`src/rtl/cla_pkg.sv`:
```
package cla_pkg;
    typedef enum logic {
        PROP_OR  = 1'b0,
        PROP_XOR = 1'b1
    } prop_mode_e;

    localparam int unsigned CLA_WIDTH = 4;
endpackage

```
`src/rtl/cla_pg_cell.sv`:
```
module cla_pg_cell
    import cla_pkg::*;
#(
    parameter int unsigned W = CLA_WIDTH,
    parameter prop_mode_e PROP_MODE = PROP_OR
) (
    input  logic [W-1:0] x_i,
    input  logic [W-1:0] y_i,
    output logic [W-1:0] gen_o,
    output logic [W-1:0] prop_o,
    output logic [W-1:0] half_o
);
    for (genvar i = 0; i < W; i++) begin : g_bit
        assign gen_o[i]  = x_i[i] & y_i[i];
        assign half_o[i] = x_i[i] ^ y_i[i];
        if (PROP_MODE == PROP_XOR) begin : g_xor
            assign prop_o[i] = half_o[i];
            always_comb begin
                // an XOR propagate cannot coexist with a generate
                assert_gen_prop_excl_R8: assert (!(gen_o[i] && prop_o[i]));
            end
        end else begin : g_or
            assign prop_o[i] = x_i[i] | y_i[i];
        end
    end
endmodule

```
`src/rtl/cla_carry_net.sv`:
```
module cla_carry_net
    import cla_pkg::*;
#(
    parameter int unsigned W = CLA_WIDTH
) (
    input  logic [W-1:0] gen_i,
    input  logic [W-1:0] prop_i,
    input  logic         cin_i,
    output logic [W:0]   carry_o,
    output logic         grp_gen_o,
    output logic         grp_prop_o
);
    assign carry_o[0] = cin_i;

    // Each carry is a flat OR of AND terms; no carry feeds another.
    for (genvar i = 0; i < W; i++) begin : g_carry
        logic [i+1:0] term_d;
        always_comb begin
            for (int j = 0; j <= i; j++) begin
                term_d[j] = gen_i[j];
                for (int k = j + 1; k <= i; k++) begin
                    term_d[j] = term_d[j] & prop_i[k];
                end
            end
            term_d[i+1] = cin_i;
            for (int k = 0; k <= i; k++) begin
                term_d[i+1] = term_d[i+1] & prop_i[k];
            end
        end
        assign carry_o[i+1] = |term_d;

        always_comb begin
            // the flat form agrees with the bit-serial recurrence
            assert_carry_recur_R3: assert (carry_o[i+1] == (gen_i[i] | (prop_i[i] & carry_o[i])));
            // a generating bit always yields a carry above it
            assert_gen_carry_R1: assert (!gen_i[i] || carry_o[i+1]);
        end
    end

    logic [W-1:0] grp_term_d;
    always_comb begin
        for (int j = 0; j < W; j++) begin
            grp_term_d[j] = gen_i[j];
            for (int k = j + 1; k < W; k++) begin
                grp_term_d[j] = grp_term_d[j] & prop_i[k];
            end
        end
    end
    assign grp_gen_o  = |grp_term_d;
    assign grp_prop_o = &prop_i;
endmodule

```
`src/rtl/cla_sum_stage.sv`:
```
module cla_sum_stage
    import cla_pkg::*;
#(
    parameter int unsigned W = CLA_WIDTH
) (
    input  logic [W-1:0] half_i,
    input  logic [W-1:0] carry_i,
    output logic [W-1:0] sum_o
);
    for (genvar i = 0; i < W; i++) begin : g_sum
        assign sum_o[i] = half_i[i] ^ carry_i[i];
    end
endmodule

```
`src/rtl/cla4_adder.sv`:
```
module cla4_adder
    import cla_pkg::*;
#(
    parameter prop_mode_e PROP_MODE = PROP_OR
) (
    input  logic [3:0] a_i,
    input  logic [3:0] b_i,
    input  logic       c_i,
    output logic [3:0] sum_o,
    output logic       c_o,
    output logic       grp_gen_o,
    output logic       grp_prop_o
);
    localparam int unsigned W = CLA_WIDTH;

    logic [W-1:0] gen_w;
    logic [W-1:0] prop_w;
    logic [W-1:0] half_w;
    logic [W:0]   carry_w;

    cla_pg_cell #(.W(W), .PROP_MODE(PROP_MODE)) u_pg (
        .x_i    (a_i),
        .y_i    (b_i),
        .gen_o  (gen_w),
        .prop_o (prop_w),
        .half_o (half_w)
    );

    cla_carry_net #(.W(W)) u_carry (
        .gen_i      (gen_w),
        .prop_i     (prop_w),
        .cin_i      (c_i),
        .carry_o    (carry_w),
        .grp_gen_o  (grp_gen_o),
        .grp_prop_o (grp_prop_o)
    );

    cla_sum_stage #(.W(W)) u_sum (
        .half_i  (half_w),
        .carry_i (carry_w[W-1:0]),
        .sum_o   (sum_o)
    );

    assign c_o = carry_w[W];

    always_comb begin
        // port-level result matches plain addition
        assert_sum_R3: assert ({c_o, sum_o} == ({1'b0, a_i} + {1'b0, b_i} + {4'b0, c_i}));
        // group terms reproduce the carry-out
        assert_group_cout_R6: assert (c_o == (grp_gen_o | (grp_prop_o & c_i)));
        // group generate equals carry-out with no carry-in
        assert_group_gen_R5: assert (grp_gen_o == (({1'b0, a_i} + {1'b0, b_i}) > 5'd15));
    end
endmodule

```
`config.mk`:
```
export PLATFORM = sky130hd
export DESIGN_NAME = cla4_adder
export DESIGN_NICKNAME = d
export VERILOG_FILES = /design/src/rtl/cla_pkg.sv /design/src/rtl/cla_pg_cell.sv /design/src/rtl/cla_carry_net.sv /design/src/rtl/cla_sum_stage.sv /design/src/rtl/cla4_adder.sv
export SDC_FILE = /design/constraint.sdc
export NUM_CORES = 1
export LEC_CHECK = 0
export ABC_AREA = 1
export BUFFER_PORTS_ARGS = -buffer_cell sky130_fd_sc_hd__buf_2
export CORE_AREA = 2 2 39 41
export DETAILED_ROUTE_END_ITERATION = 7
export DIE_AREA = 0 0 41 43
export SLEW_MARGIN = 20
export SYNTH_ARGS = -nofsm -noshare
export SYNTH_HDL_FRONTEND = slang
export SYNTH_HIERARCHICAL = 1
export SYNTH_SLANG_ARGS = --single-unit
```
`constraint.sdc`:
```
create_clock -name vclk -period 2
set_input_delay 0.1 -clock vclk [all_inputs]
set_output_delay 0.1 -clock vclk [all_outputs]
set_load 0.02 [all_outputs]
```
# Word-level counts from Yosys, hierarchy flattened
# Cells that the tools add are included.
[word_totals]
elab_cells = 32
output_inout_bits = 7
reg_bits = 0
[classes]
n_reduce_logical = 6
n_bitwise = 26
[ops]
columns = ["operator", "count"]
rows = [
  ["$and A1 B1 Y1", 14],
  ["$reduce_or A4 Y1", 2],
  ["$xor A1 B1 Y1", 8],
  ["$reduce_or A5 Y1", 1],
  ["$or A1 B1 Y1", 4],
  ["$reduce_and A4 Y1", 1],
  ["$reduce_or A3 Y1", 1],
  ["$reduce_or A2 Y1", 1],
]

# Longest topological paths before layout
[logic_depth]
word_depth = 6
mapped_depth = 10
depth_no_buf = 10

# Cells and area by module
# The synthesis kept the hierarchy.
[modules_own_cells]
columns = ["mod", "area_per_inst_um2", "cells_each", "instances"]
rows = [
  ["cla_pg_cell", 145.1, 20, 1],
  ["cla_carry_net", 100.1, 23, 1],
  ["cla_sum_stage", 75.1, 20, 1],
]

# Least setup slack after synthesis
# OpenSTA, ideal clock, no wires.
[synth_timing]
kind = "in2out"
from = "in a_i[1]"
to = "out sum_o[3]"
slack_ns = 1.021
path_stages = 10
t_required_ns = 1.900
arrival_time_ns = 0.879
path_cell_list = "inv_1 -> ha_1 -> inv_1 -> nand3_1 -> nand2_1 -> nand2_1 -> nand3_1 -> inv_1 -> nand2_1 -> nand2_1"
[synth_via]
elab_chain_len = 5
elab_cells_between_ends = 9
[synth_rtl]
columns = ["item", "line_no", "text"]
rows = [
  ["start: declaration", "cla4_adder.sv:6", "input logic [3:0] a_i,"],
  ["$or A1 B1 Y1 *", "cla_pg_cell.sv:23", "assign prop_o[i] = x_i[i] | y_i[i];"],
  ["named net prop_w[1]", "cla4_adder.sv:17", "logic [W-1:0] prop_w;"],
  ["$and A1 B1 Y1 (on tied branches) (2 in a row)", "cla_carry_net.sv:22, cla_carry_net.sv:27", ""],
  ["$reduce_or A4 Y1 *", "cla_carry_net.sv:30", "assign carry_o[i+1] = |term_d;"],
  ["named net carry_w[3]", "cla4_adder.sv:19", "logic [W:0] carry_w;"],
  ["$xor A1 B1 Y1 *", "cla_sum_stage.sv:11", "assign sum_o[i] = half_i[i] ^ carry_i[i];"],
  ["end: declaration", "cla4_adder.sv:9", "output logic [3:0] sum_o,"],
]
# The timed path passes the listed nets; every way through them passes the cells marked *.

# Worst setup path after layout
# Same ends and word-level chain as after synthesis.

==> results.cfg <==
[worst_setup_path]
critPathBufInv = 5
worstPathRequired_ns = 1.90
crit_fanout = 4
cp_top_family = buffers and inverters
cp_slowest_stage_delay_ns = 0.18
crit_slowest_cell = ha_1
start_kind = input pin
end_kind = primary output
cp_cell_sequence = buf_2, inv_1, ha_1, inv_1, nand3_1, nand2_1, nand2_1, nand3_1, inv_1, nand2_1, nand2_1, buf_2
crit_type = in2out
arrival_ns = 1.11
cpMostUsedCell = nand2_1

[worst_hold_path]
hold_path.class = in2out

[cells_and_area]
seq_cell_count = 0
fin_nets = 97
stdcell_area_um2 = 413
syn2layout_area_growth_pct = 28.9
seqCellArea_um2 = 0
antenna_cells = 0
final_util = 0.298
nClkBuffers = 0
drive_above_1_share = 0.205

[synth]
syn_avg_cell_area_um2 = 5.08
syn_inst = 63
yosysWarningCount = 6
synth_area_um2 = 320
yosysSeqAreaShare = 0
syn_nets = 80
synth.distinct_cells = 6

[run_status]
run_status = complete, no violations

[power]
p_sw_frac = 0.622
ir_worst_vdd_uv = 62.2
power_density_mw_per_mm2 = 260
pwr-share-clk = 0
switching_power_uw = 66.6
power_uw = 107
leakage_nw = 0.325
p_seq_frac = 0
internal_power_uw = 40.6
pwr-share-comb = 1.000

[drt]
drcViolationCount = 0
post_drt_wl_per_cell_um = 5.64
vias = 360
firstDrtPassIters = 4
drt_wl_total_um = 530
via_per_inst = 3.83
postRouteAntennaNets = 0
drtIter0Drc = 4

[clock_network]
cts-resized-gates = 0
ctsHoldBuffers = 0
post-cts-setup-buffer-count = 0

[die]
ios = 16
dieArea_mm2 = 0.00176
coreArea_mm2 = 0.00138
die_w_um = 41
die_h_um = 43
core.rowCount = 14
initial_core_util = 0.231

[timing]
fmax_mhz = 829
fin_crit_ns = 1.21
grt_setup_unrepaired = false
finalSetupViolations = 0
timing.final.crit_share = 0.603
tns_ns = 0
holdWs_ns = 0.563
relSlewSlack = 0.914
final_max_slew_viol_count = 0
finalHoldViolCount = 0
worst_pin_slew_ns = 0.128

[global_route]
first_global_vias = 276
grt_first_pass_wirelength_um = 910
grtUsageTotal = 0.0659
grt_max_degree = 6
grt_overflow = 0
antenna_found_initial = 0

[place]
dp.final_hpwl_um = 513
port_buffers = 16
gp_congestion = 0.630
placed_area_um2 = 413

[job]
maxCapViolCount = 0
[power by group through the flow]
stage,combinational [mW],clock (mW),sequential [mW]
finish,0.107,0,0
global route,0.124,0,0
CTS,0.109,0,0
detailed placement,0.109,0,0
global placement,0.107,0,0
floorplan,0.0751,0,0
[kinds of logic after synthesis]
logic type                 count (synthesis)  share of synthesized area
buffers and inverters                     25                      0.305
and+or+nand+nor                           30                      0.383
adders and majority gates                  8                      0.313
[stage by stage]
stage | instances | setup WS, ns
after global placement | 94 | 0.812
after detailed placement | 94 | 0.778
final | 94 | 0.794
after CTS | 94 | 0.782
after global routing | 94 | 0.637
after floorplan | 63 | 1.02
[area by class of cell]
cell class / instances / area [um^2]
fill: 177 / 971
tap: 16 / 20.0
multi-input combinational: 38 / 223
inverter: 24 / 90.1
timing repair buffer: 16 / 80.1
[layer usage]
metal | global-route usage | share of wire | vias to the layer above | wire (um)
met5 | 0 | 0 | - | 0
met4 | 0 | 0 | 0 | 0
met3 | 0 | 0.072 | 0 | 38
met2 | 0.116 | 0.47 | 8 | 247
met1 | 0.0918 | 0.46 | 146 | 244
li1 | - | - | 206 | -
[cell usage after synthesis, drive strengths merged]
master / number / share of area
buf: 1 / 0.023
ha: 8 / 0.31
inv: 24 / 0.28
nand2: 21 / 0.25
nand3: 8 / 0.13
nor2: 1 / 0.012
[worst paths after layout]
path	end	depth (start not counted)	slack, ns	startpoint
max	sum_o[3]	12	0.79	a_i[1]
min	sum_o[0]	4	0.56	c_i
[placed cells by master (no fill, tap or decap), drive strengths merged]
| cell | n |
|---|---|
| buf | 16 |
| nor2 | 1 |
| nand2 | 21 |
| nand3 | 8 |
| inv | 24 |
| ha | 8 |
(Power assumes the default switching activity.)
